==> config.mk <==
export PLATFORM = sky130hd
export DESIGN_NAME = bit_serial_shift_add
export DESIGN_NICKNAME = d
export VERILOG_FILES = /design/src/rtl/bsa_pkg.sv /design/src/rtl/bsa_delay.sv /design/src/rtl/bsa_slot_ctrl.sv /design/src/rtl/bsa_fa_cell.sv /design/src/rtl/bit_serial_shift_add.sv
export SDC_FILE = /design/constraint.sdc
export NUM_CORES = 1
export LEC_CHECK = 0
export ABC_CLOCK_PERIOD_IN_PS = 1880
export BUFFER_PORTS_ARGS = -buffer_cell sky130_fd_sc_hd__buf_2
export CELL_PAD_IN_SITES_DETAIL_PLACEMENT = 1
export CELL_PAD_IN_SITES_GLOBAL_PLACEMENT = 2
export CORE_ASPECT_RATIO = 1.2
export CORE_MARGIN = 2
export CORE_UTILIZATION = 29
export CTS_CLUSTER_SIZE = 20
export DETAILED_ROUTE_END_ITERATION = 8
export GPL_ROUTABILITY_DRIVEN = 0
export GPL_TIMING_DRIVEN = 0
export PLACE_DENSITY = 0.71
export SLEW_MARGIN = 0
export SYNTH_ARGS = -nofsm -noshare
export SYNTH_HDL_FRONTEND = slang
export SYNTH_HIERARCHICAL = 1
export SYNTH_SLANG_ARGS = --single-unit
==> constraint.sdc <==
create_clock -name clk -period 1.88 [get_ports clk]
set_clock_uncertainty 0.05 [all_clocks]
set_input_delay 0.094 -clock clk [delete_from_list [all_inputs] [get_ports clk]]
set_output_delay 0.094 -clock clk [all_outputs]
set_load 0.01 [all_outputs]
==> src/rtl/bsa_pkg.sv <==
package bsa_pkg;

    // Largest supported constant shift.
    localparam int BSA_MAX_SHIFT = 7;

    typedef enum logic {
        BSA_ADD = 1'b0,
        BSA_SUB = 1'b1
    } bsa_op_e;

    // The three bits that meet in the full-adder cell in one slot.
    typedef struct packed {
        logic addend;
        logic shifted;
        logic carry;
    } bsa_slice_t;

    function automatic logic bsa_sum(input bsa_slice_t s);
        return s.addend ^ s.shifted ^ s.carry;
    endfunction

    function automatic logic bsa_carry(input bsa_slice_t s);
        return (s.addend & s.shifted) | (s.addend & s.carry) | (s.shifted & s.carry);
    endfunction

endpackage

==> src/rtl/bsa_delay.sv <==
module bsa_delay #(
    parameter int DEPTH = 3
) (
    input  logic clk,
    input  logic rst,
    input  logic din,
    output logic dout
);

    generate
        if (DEPTH == 0) begin : g_wire
            assign dout = din;
        end else begin : g_pipe
            logic [DEPTH-1:0] pipe_q;
            logic [3:0]       since_q;

            always_ff @(posedge clk) begin
                if (rst) begin
                    pipe_q <= '0;
                end else begin
                    pipe_q[0] <= din;
                    for (int i = 1; i < DEPTH; i++) begin
                        pipe_q[i] <= pipe_q[i-1];
                    end
                end
            end

            assign dout = pipe_q[DEPTH-1];

            // Cycles elapsed since reset, saturating; used only by the check below.
            always_ff @(posedge clk) begin
                if (rst)                 since_q <= '0;
                else if (since_q != 4'hF) since_q <= since_q + 4'd1;
            end

            AST_DELAY_EXACT: assert property (@(posedge clk) disable iff (rst)
                (since_q >= 4'(DEPTH)) |-> (dout == $past(din, DEPTH)));
        end
    endgenerate

endmodule

==> src/rtl/bsa_slot_ctrl.sv <==
module bsa_slot_ctrl #(
    parameter int WORD_W  = 16,
    parameter int SHIFT_K = 3
) (
    input  logic clk,
    input  logic rst,
    input  logic lsb,      // output-side word start
    input  logic b_live,   // shifted operand as it arrives
    output logic b_eff,    // shifted operand after sign replay
    output logic active    // an output word has begun since reset
);

    localparam int SLOT_W = (WORD_W > 1) ? $clog2(WORD_W) : 1;
    typedef logic [SLOT_W-1:0] slot_t;
    localparam slot_t LAST_SLOT = slot_t'(WORD_W - 1);

    slot_t slot_q;
    slot_t slot;
    logic  active_q;

    assign slot   = lsb ? '0 : slot_q;
    assign active = active_q | lsb;

    always_ff @(posedge clk) begin
        if (rst) begin
            slot_q   <= '0;
            active_q <= 1'b0;
        end else begin
            slot_q   <= (slot == LAST_SLOT) ? '0 : slot + 1'b1;
            active_q <= active;
        end
    end

    AST_SLOT_STEP: assert property (@(posedge clk) disable iff (rst)
        lsb |=> (lsb || slot == slot_t'(1)));

    generate
        if (SHIFT_K == 0) begin : g_noshift
            assign b_eff = b_live;
        end else begin : g_shift
            localparam slot_t HOLD_AT    = slot_t'(WORD_W - SHIFT_K);
            localparam slot_t CAPTURE_AT = slot_t'(WORD_W - 1 - SHIFT_K);

            logic sign_q;
            logic hold;

            assign hold  = (slot >= HOLD_AT);
            assign b_eff = hold ? sign_q : b_live;

            // The operand's MSB arrives while the output sits at CAPTURE_AT.
            always_ff @(posedge clk) begin
                if (rst)                      sign_q <= 1'b0;
                else if (slot == CAPTURE_AT)  sign_q <= b_live;
            end

            AST_SIGN_HELD: assert property (@(posedge clk) disable iff (rst)
                hold |=> (!hold || $stable(sign_q)));
        end
    endgenerate

endmodule

==> src/rtl/bsa_fa_cell.sv <==
module bsa_fa_cell
    import bsa_pkg::*;
#(
    parameter bsa_op_e OP = BSA_ADD
) (
    input  logic clk,
    input  logic rst,
    input  logic lsb,
    input  logic a_eff,
    input  logic b_eff,
    output logic sum
);

    logic       carry_q;
    bsa_slice_t slice;

    assign slice.addend  = a_eff;
    assign slice.shifted = b_eff;
    assign slice.carry   = lsb ? (OP == BSA_SUB) : carry_q;
    assign sum           = bsa_sum(slice);

    // Carry out of the MSB slot is overwritten by the next seed.
    always_ff @(posedge clk) begin
        if (rst) carry_q <= 1'b0;
        else     carry_q <= bsa_carry(slice);
    end

    AST_LSB_SEED: assert property (@(posedge clk) disable iff (rst)
        (lsb && (a_eff == b_eff)) |-> (sum == (OP == BSA_SUB)));

endmodule

==> src/rtl/bit_serial_shift_add.sv <==
module bit_serial_shift_add
    import bsa_pkg::*;
#(
    parameter int WORD_W   = 16,
    parameter int SHIFT_K  = 3,
    parameter bit SUBTRACT = 1'b0
) (
    input  logic clk,
    input  logic rst,
    input  logic frame_in,
    input  logic addend_bit,
    input  logic shifted_bit,
    output logic sum_bit,
    output logic frame_out
);

    localparam bsa_op_e OP = SUBTRACT ? BSA_SUB : BSA_ADD;

    generate
        if (SHIFT_K < 0 || SHIFT_K > BSA_MAX_SHIFT || SHIFT_K >= WORD_W || WORD_W < 2) begin : g_bad
            $error("bit_serial_shift_add: unsupported WORD_W/SHIFT_K");
        end
    endgenerate

    logic a_inv;
    logic a_dly;
    logic b_eff;
    logic active;
    logic raw_sum;

    // Inversion sits before the delay so its reset-zero flops feed a zero addend.
    assign a_inv = addend_bit ^ SUBTRACT;

    bsa_delay #(.DEPTH(SHIFT_K)) u_frame_dly (
        .clk  (clk),
        .rst  (rst),
        .din  (frame_in),
        .dout (frame_out)
    );

    bsa_delay #(.DEPTH(SHIFT_K)) u_addend_dly (
        .clk  (clk),
        .rst  (rst),
        .din  (a_inv),
        .dout (a_dly)
    );

    bsa_slot_ctrl #(.WORD_W(WORD_W), .SHIFT_K(SHIFT_K)) u_ctrl (
        .clk    (clk),
        .rst    (rst),
        .lsb    (frame_out),
        .b_live (shifted_bit),
        .b_eff  (b_eff),
        .active (active)
    );

    bsa_fa_cell #(.OP(OP)) u_cell (
        .clk   (clk),
        .rst   (rst),
        .lsb   (frame_out),
        .a_eff (a_dly),
        .b_eff (b_eff),
        .sum   (raw_sum)
    );

    assign sum_bit = active & raw_sum;

endmodule

==> results.toml, run 1 <==
[floorplanning]
die_width_microns = 41.8
die_area_sq_um = 2060
die_h_microns = 49.3
std_cell_rows = 16
initial_core_util = 0.306
io_pins = 7
core_area_sq_um = 1620

[critical_path]
crit_cells = 9
r2r-end = "u_cell/carry_q$_SDFF_PP0_"
endpoint = "sum_bit"
path_max_fanout = 7
slowest_stage = "dfxtp_4"
crit_buf_inv = 3
arrival_ps = 2100
path_cells = "nand2b_4, ha_4, a21oi_4, mux2_4, inv_2, fa_1, inv_1, and2_4, buf_6"
worstSetupPathType = "reg -> out"
critPathTopFamily = "adder cells"
reg2reg_from = "u_frame_dly/g_pipe.pipe_q[2]$_SDFF_PP0_"
endpoint_kind = "output pin"
required_ps = 1740
r2r_cells = 7
startpoint = "u_frame_dly/g_pipe.pipe_q[2]$_SDFF_PP0_"
cpPeakStageDelay_ps = 370
startpoint_type = "flop"
r2r_slack_ps = 260

[sta]
setup_viol = 1
worst_pin_slew_ps = 226
fmax_ghz = 0.446
relSlewSlack = 0.849
fin_setup_tns_ps = -360
whs_ps = 42.8
rsz0062_at_grt = "true"
final.period_utilization = 1.19
hold_viol_final = 0
report.final.slew_viol_count = 0
setup_slack_ps = -360
fin_crit_ps = 2240

[detailed_routing]
drtIter0Drc = 0
vias_per_cell = 4.37
wl_per_cell_microns = 9.92
totalWireLength_microns = 784
num_vias = 345
route.detailed.drc = 0
dr.pass1.iters = 1
drtAntennaViolNets = 0

[finish]
drive_gt1_frac = 0.328
antennaDiodeCount = 0
layout.nets = 69
layout_common_cells = "dfxtp_1, nor2b_1, buf_2, clkbuf_4, nor2_1"
fillers = 193
final_common_cell = "dfxtp_1"
final_util = 0.407
area_delta_synth_final_pct = 32.7

[global_route]
antenna_found_initial = 0
grt_pass1_wl_mm = 1.45
grt_usage = 0.0914
grt_overflow = 0
grt_max_degree = 14
first_global_vias = 341

[yosys]
synth_nets = 54
avgSynthCellArea_sq_um = 10.6
ys_ff_latch = 13
syn_inst = 47
yosysSeqAreaShare = 0.524
yosys_warnings = 6
netlist_area_sq_um = 497
yosysUniqueCellTypes = 19

[power_and_ir_drop]
cellLeakagePower_nw = 0.265
power_density_nw_per_um2 = 790
peakVddDrop_mv = 0.484

[flow_run]
cap_violations = 0

[cts]
tritoncts = "built"
clock_latency_ps = 260
cts_buffers = 3
clock_sinks = 13
clockRootBuffer = "clkbuf_4"
clk_pin_slew_worst_paths_ps = 80
clockBufferDepth = 2
h-tree-depth = 1

[outcome]
violations = "setup timing"
status = "complete, but fails checks"

[placed_design]
dpl.hpwl_microns = 568
io_buffer_count = 6

[min_path]
hold_start = "shifted_bit"
hold_class = "in -> reg"
worst register-to-register path, stage by stage (launching register included):
cell and delay (ps):
dfxtp_4 370, nand2b_4 150, ha_4 160, a21oi_4 130, mux2_4 170, inv_2 30, fa_1 400, nor2_1 90
worst min path at each step:
| stage | slack [ps] | cells after the start | end |
|---|---|---|---|
| after floorplan | 110 | 1 | u_frame_dly/g_pipe.pipe_q[2]$_SDFF_PP0_ |
| after global placement | 260 | 2 | u_addend_dly/g_pipe.pipe_q[0]$_SDFF_PP0_ |
| after detailed placement | 260 | 2 | u_frame_dly/g_pipe.pipe_q[0]$_SDFF_PP0_ |
| after CTS | 50 | 3 | u_ctrl/g_shift.sign_q$_SDFFE_PP0N_ |
| after global routing | 60 | 3 | u_ctrl/g_shift.sign_q$_SDFFE_PP0N_ |
| final | 40 | 3 | u_ctrl/g_shift.sign_q$_SDFFE_PP0N_ |
cell families (layout without fill, tap and decap cells):
logic type | Yosys count | after routing | synth area share
simple gates | 24 | 24 | 0.285
flops | 13 | 13 | 0.524
buf+inv | 3 | 17 | 0.0227
fa+ha+maj | 2 | 2 | 0.0655
xor+xnor | 2 | 2 | 0.0353
mux | 2 | 2 | 0.0504
compound gates | 1 | 1 | 0.0176
power breakdown:
part / switching [mW] / internal [mW] / total, mW / leakage (nW)
clock network: 0.0840 / 0.0819 / 0.166 / 0.0150
logic: 0.0240 / 0.0351 / 0.0591 / 0.143
registers: 0.00962 / 0.286 / 0.296 / 0.107
sequential cells by signal, indices dropped and copies added (netlist names):
signal	count
u_ctrl/slot_q	4
u_cell/carry_q	1
u_frame_dly/g_pipe.pipe_q	3
u_addend_dly/g_pipe.pipe_q	3
u_ctrl/g_shift.sign_q	1
u_ctrl/active_q	1
synthesized netlist by cell type:
library cell | n | area (sq um)
nand2b_1 | 4 | 25.0
nand3b_1 | 1 | 7.51
fa_1 | 1 | 20.0
nor3b_1 | 1 | 7.51
mux2_4 | 1 | 15.0
ha_1 | 1 | 12.5
nor2b_1 | 8 | 50.1
a21oi_2 | 1 | 8.76
and2_1 | 1 | 6.26
nand3_1 | 1 | 5.00
inv_1 | 3 | 11.3
nor2_1 | 3 | 11.3
nand2_1 | 1 | 3.75
dfxtp_1 | 13 | 260
nand4b_1 | 1 | 8.76
nor3_1 | 2 | 10.0
mux2i_1 | 1 | 10.0
xor2_1 | 2 | 17.5
or2_1 | 1 | 6.26
through the flow:
stage	std cells	cell area (sq um)	worst slack, ps	power [mW]
floorplan	47	510	10.2	0.329
global placement	71	563	-147	0.343
detailed placement	71	563	-190	0.344
CTS	79	658	-398	0.528
global route	79	659	-447	0.553
finish	79	659	-360	0.521
area by class of cell:
class                           count  area, sq um  area share
Sequential cell                    13          265       0.402
Multi-Input combinational cell     31          263       0.398
Timing Repair Buffer               10         71.3       0.108
Clock buffer                        4         26.3      0.0398
Tap cell                           18         22.5      0.0342
Inverter                            3         11.3      0.0171
metal layers:
metal	GRT usage	routed length (microns)
met5	0	0
met4	0.0484	0
met3	0.0111	28
met2	0.146	385
met1	0.119	370
what timing repair did:
| item | 4_1_cts | 5_1_grt |
|---|---|---|
| hold buffers | 2 | 0 |
| pin swaps | 2 | 0 |
| hold endpoints to repair | 2 | 0 |
| gates resized for setup | 5 | 1 |
| endpoints found under the setup margin | 1 | 1 |
| gates cloned | 0 | 0 |
| setup buffers | 2 | 0 |
(Power assumes the default switching activity.)
==> run 2, diff against run 1 <==
--- a/config.mk
+++ b/config.mk
@@ -5,18 +5,18 @@
 export SDC_FILE = /design/constraint.sdc
 export NUM_CORES = 1
 export LEC_CHECK = 0
-export ABC_CLOCK_PERIOD_IN_PS = 1880
+export ABC_CLOCK_PERIOD_IN_PS = 2300
 export BUFFER_PORTS_ARGS = -buffer_cell sky130_fd_sc_hd__buf_2
 export CELL_PAD_IN_SITES_DETAIL_PLACEMENT = 1
 export CELL_PAD_IN_SITES_GLOBAL_PLACEMENT = 2
-export CORE_ASPECT_RATIO = 1.2
 export CORE_MARGIN = 2
-export CORE_UTILIZATION = 29
+export CORE_UTILIZATION = 32
 export CTS_CLUSTER_SIZE = 20
 export DETAILED_ROUTE_END_ITERATION = 8
 export GPL_ROUTABILITY_DRIVEN = 0
 export GPL_TIMING_DRIVEN = 0
-export PLACE_DENSITY = 0.71
+export HOLD_SLACK_MARGIN = 0.05
+export PLACE_DENSITY = 0.74
 export SLEW_MARGIN = 0
 export SYNTH_ARGS = -nofsm -noshare
 export SYNTH_HDL_FRONTEND = slang
==> constraint.sdc (replaced) <==
create_clock -name clk -period 2.3 [get_ports clk]
set_clock_uncertainty 0.05 [all_clocks]
set_input_delay 0.46 -clock clk [delete_from_list [all_inputs] [get_ports clk]]
set_output_delay 0.46 -clock clk [all_outputs]
set_load 0.01 [all_outputs]
==> run 2 against run 1 <==
Effect of this change: the flow still finishes with violations (setup timing); critical path type unchanged; core utilization rose by 2.3 points; register-to-register slack improved by 400 ps; first-iteration DRC count rose by 3; power fell by 19%; via count rose by 1.4%.
==> results.toml, run 2 (synthesized netlist as in run 1, its figures left out) <==
[finish]
top_register = "u_ctrl/slot_q"
largestRegisters = "u_ctrl/slot_q: 4 flops, u_addend_dly/g_pipe.pipe_q: 3 flops, u_frame_dly/g_pipe.pipe_q: 3 flops"
layout_common_cells = "dfxtp_1, nor2b_1, buf_2"
final_util = 0.429
area_delta_synth_final_pct = 28.7
drive_gt1_frac = 0.344
antennaDiodeCount = 0
final_common_cell = "dfxtp_1"
largest_reg_flops = 4
final_area_sq_um = 639
layout.nets = 69

[global_route]
antenna_found_initial = 0
grt_usage = 0.113
grt_max_degree = 14
first_global_vias = 339
grt_pass1_wl_mm = 1.49
grt_overflow = 0

[sta]
rsz0062_at_grt = "true"
fmax_ghz = 0.381
fin_crit_ps = 2630
whs_ps = 348
hold_viol_final = 0
setup_viol = 1
worst_pin_slew_ps = 238
setup_slack_ps = -325
final.period_utilization = 1.14
report.final.slew_viol_count = 0
relSlewSlack = 0.841

[cts]
clockBufferDepth = 2
clock_sinks = 13
hold_buffers = 0
tritoncts = "built"
clk_pin_slew_worst_paths_ps = 80
cts_buffers = 3
clock_latency_ps = 270
h-tree-depth = 1
clockRootBuffer = "clkbuf_4"

[placed_design]
io_buffer_count = 6
dpl.hpwl_microns = 511
place_area_sq_um = 548

[critical_path]
reg2reg_from = "u_frame_dly/g_pipe.pipe_q[2]$_SDFF_PP0_"
endpoint_kind = "output pin"
required_ps = 1790
startpoint = "u_frame_dly/g_pipe.pipe_q[2]$_SDFF_PP0_"
worstSetupPathType = "reg -> out"
arrival_ps = 2120
startpoint_type = "flop"
path_max_fanout = 4

[floorplanning]
io_pins = 7
std_cell_rows = 14
core_area_sq_um = 1490
die_h_microns = 43.4
initial_core_util = 0.334
die_width_microns = 43.4
die_area_sq_um = 1880

[power_and_ir_drop]
peakVddDrop_mv = 0.291
power_density_nw_per_um2 = 660
cellLeakagePower_nw = 0.263

[detailed_routing]
route.detailed.drc = 0
num_vias = 350
drtAntennaViolNets = 0
vias_per_cell = 4.55
dr.pass1.iters = 3
drtIter0Drc = 3
totalWireLength_microns = 829
wl_per_cell_microns = 10.8

[flow_run]
cap_violations = 0

[outcome]
status = "complete, but fails checks"
violations = "setup timing"

[min_path]
hold_class = "in -> reg"
hold_start = "frame_in"
==> run 2: final cells by class <==
| type | instances | area (sq um) |
|---|---|---|
| clock buffers | 4 | 26.3 |
| fillers | 176 | 850 |
| inverters | 3 | 11.3 |
| multi-input cells | 31 | 253 |
| flip-flops and latches | 13 | 265 |
| well taps | 16 | 20.0 |
| repair buffers | 10 | 63.8 |
==> run 2: worst paths after layout <==
path,endpoint,slack [ps],cells past startpoint
hold / removal,u_frame_dly/g_pipe.pipe_q[0]$_SDFF_PP0_,350,2
hold reg to reg,u_frame_dly/g_pipe.pipe_q[1]$_SDFF_PP0_,390,1
setup reg to reg,u_cell/carry_q$_SDFF_PP0_,660,7
setup / recovery,sum_bit,-330,9
==> run 2: critical path, stage by stage, from the launching register on <==
cell and delay (ps):
dfxtp_4 370, nand2b_4 150, ha_4 160, a21oi_2 160, mux2_4 310, inv_2 60
fa_1 370, inv_1 50, and2_1 100, buf_2 120
==> run 2: routing by layer <==
metal / vias up / part of all wire / global-route usage
met2: 6 / 0.49 / 0.170
met3: 2 / 0.041 / 0.0250
met4: 0 / 0.014 / 0.0909
met1: 165 / 0.45 / 0.137
met5: - / 0 / 0
li1: 177 / - / -
==> run 2: through the flow <==
| step | setup slack, ps | total power [mW] | std cells | TNS, ps |
|---|---|---|---|---|
| after floorplan | 3.91 | 0.266 | 47 | 0 |
| after global placement | -155 | 0.277 | 69 | -155 |
| after detailed placement | -145 | 0.278 | 69 | -145 |
| after CTS | -344 | 0.431 | 76 | -344 |
| after global routing | -423 | 0.448 | 77 | -423 |
| final | -325 | 0.422 | 77 | -325 |
==> run 2: what timing repair did <==
item | in CTS | in global routing
cloned | 0 | 0
buffers inserted | 3 | 1
pin swaps | 2 | 0
endpoints found under the setup margin | 1 | 1
gates resized for setup | 7 | 1
==> run 2: power by group <==
group / total [mW] / leakage [nW] / internal, mW / switching, mW
clock: 0.141 / 0.0150 / 0.0671 / 0.0739
combinational: 0.0395 / 0.141 / 0.0225 / 0.0170
sequential: 0.242 / 0.107 / 0.234 / 0.00768
==> run 3, diff against run 2 <==
--- a/config.mk
+++ b/config.mk
@@ -16,7 +16,7 @@
 export GPL_ROUTABILITY_DRIVEN = 0
 export GPL_TIMING_DRIVEN = 0
 export HOLD_SLACK_MARGIN = 0.05
-export PLACE_DENSITY = 0.74
+export PLACE_DENSITY = 0.78
 export SLEW_MARGIN = 0
 export SYNTH_ARGS = -nofsm -noshare
 export SYNTH_HDL_FRONTEND = slang
==> run 3 against run 2 <==
Effect of this change: highest routed layer is now met3; non-clock buffer count rose by 2; register-to-register slack improved by 70 ps; largest cell class unchanged; sequential share of layout area fell by 0.84 points; critical endpoint unchanged; combinational power rose by 10%; the flow still finishes with violations (setup timing); core utilization rose by 1.1 points.
==> results.toml, run 3 (synthesized netlist as in run 1, its figures left out) <==
[outcome]
status = "complete, but fails checks"
violations = "setup timing"

[sta]
setup_slack_ps = -331
setup_viol = 1
rsz0062_at_grt = "true"
report.final.slew_viol_count = 0
fin_crit_ps = 2630
hold_viol_final = 0
final.period_utilization = 1.14
relSlewSlack = 0.839
fmax_ghz = 0.380
whs_ps = 349
worst_pin_slew_ps = 241

[floorplanning]
std_cell_rows = 14
die_h_microns = 43.4
core_area_sq_um = 1490
die_width_microns = 43.4
die_area_sq_um = 1880
io_pins = 7
initial_core_util = 0.334

[min_path]
hold_start = "frame_in"
whs_endpoint = "u_frame_dly/g_pipe.pipe_q[0]$_SDFF_PP0_"
hold_class = "in -> reg"
holdPathStages = 2

[detailed_routing]
totalWireLength_microns = 897
route.detailed.drc = 0
wl_per_cell_microns = 11.4
drtAntennaViolNets = 0
dr.pass1.iters = 2
num_vias = 364
vias_per_cell = 4.61
drtIter0Drc = 1

[flow_run]
cap_violations = 0

[cts]
tritoncts = "built"
clock_sinks = 13
clk_pin_slew_worst_paths_ps = 80
clock_latency_ps = 270
hold_buffers = 0
clockRootBuffer = "clkbuf_4"
clockBufferDepth = 2
cts_buffers = 3
h-tree-depth = 1

[global_route]
first_global_vias = 353
grt_pass1_wl_mm = 1.55
antenna_found_initial = 0
grt_overflow = 0
grt_max_degree = 14
grt_usage = 0.115

[critical_path]
critPathTopFamily = "adder cells"
endpoint_kind = "output pin"
worstSetupPathType = "reg -> out"
reg2reg_from = "u_frame_dly/g_pipe.pipe_q[2]$_SDFF_PP0_"
r2r-end = "u_cell/carry_q$_SDFF_PP0_"
crit_buf_inv = 4
required_ps = 1790
path_max_fanout = 4
path_cells = "buf_6, nand3b_1, a21oi_2, mux2_4, inv_2, fa_1, inv_1, and2_1, buf_2"
r2r_cells = 7
r2r_slack_ps = 730
cpPeakStageDelay_ps = 390
slowest_stage = "fa_1"
startpoint_type = "flop"
arrival_ps = 2120

[power_and_ir_drop]
power.share.switching = 0.229
p_comb_frac = 0.103
power_density_nw_per_um2 = 646
peakVddDrop_mv = 0.280
seqPwrFrac = 0.572
cellLeakagePower_nw = 0.275
power.internal_mw = 0.327
p_switching_mw = 0.0970
finalPower_mw = 0.424
clockPowerShare = 0.325

[finish]
fillers = 177
final_common_cell = "dfxtp_1"
layout.nets = 71
largestRegisters = "u_ctrl/slot_q: 4 flops, u_addend_dly/g_pipe.pipe_q: 3 flops, u_frame_dly/g_pipe.pipe_q: 3 flops"
drive_gt1_frac = 0.381
area_delta_synth_final_pct = 32.0
layout_common_cells = "dfxtp_1, nor2b_1, buf_2, buf_4"
top_register = "u_ctrl/slot_q"
largest_reg_flops = 4
antennaDiodeCount = 0
final_util = 0.440

[placed_design]
dpl.hpwl_microns = 535
io_buffer_count = 6
[run 3: cell types whose count changed in the layout (fill, tap and decap cells not counted), sizes merged]
cell	delta
buf	+2
[run 3: cell type report]
cell class	instances	area (sq um)	share of cell area
sequential	13	267	0.406
multi-input combinational	31	253	0.385
timing repair buffer	12	78.8	0.120
clock buffer	4	26.3	0.0401
tap	16	20.0	0.0305
inverter	3	11.3	0.0172
[run 3: power by group through the flow]
stage                     registers, mW  logic, mW  clock network (mW)
after floorplan                   0.245     0.0209                   0
after global placement            0.246     0.0309                   0
after detailed placement          0.246     0.0321                   0
after CTS                         0.242     0.0435               0.145
after global routing              0.244     0.0508               0.154
final                             0.242     0.0436               0.138
[run 3: stage by stage]
step | setup WS [ps] | std cells | area [sq um] | setup TNS (ps)
finish | -331 | 79 | 656 | -331
global route | -414 | 79 | 656 | -414
CTS | -341 | 77 | 636 | -341
detailed placement | -178 | 69 | 548 | -178
global placement | -152 | 69 | 548 | -152
floorplan | 3.91 | 47 | 498 | 0
[run 3: routing by layer]
metal / GRT usage / up-vias / part of all wire
li1: - / 184 / -
met1: 0.134 / 171 / 0.48
met2: 0.191 / 9 / 0.47
met3: 0.0375 / 0 / 0.047
met4: 0.0545 / 0 / 0
met5: 0 / - / 0
[run 3: how the worst max path moves through the flow]
stage,cells after the start,slack (ps),from,to
6_report,9,-330,u_frame_dly/g_pipe.pipe_q[2]$_SDFF_PP0_,sum_bit
5_1_grt,9,-410,u_frame_dly/g_pipe.pipe_q[2]$_SDFF_PP0_,sum_bit
4_1_cts,9,-340,u_frame_dly/g_pipe.pipe_q[2]$_SDFF_PP0_,sum_bit
3_5_place_dp,9,-180,u_frame_dly/g_pipe.pipe_q[2]$_SDFF_PP0_,sum_bit
3_3_place_gp,9,-150,u_frame_dly/g_pipe.pipe_q[2]$_SDFF_PP0_,sum_bit
2_1_floorplan,8,4,u_frame_dly/g_pipe.pipe_q[2]$_SDFF_PP0_,sum_bit
[run 3: what timing repair did]
item	CTS	global route
setup buffers	4	2
setup endpoints to repair	1	1
pin swaps	1	4
cloned	0	0
hold endpoints to repair	0	0
gates resized for setup	7	2
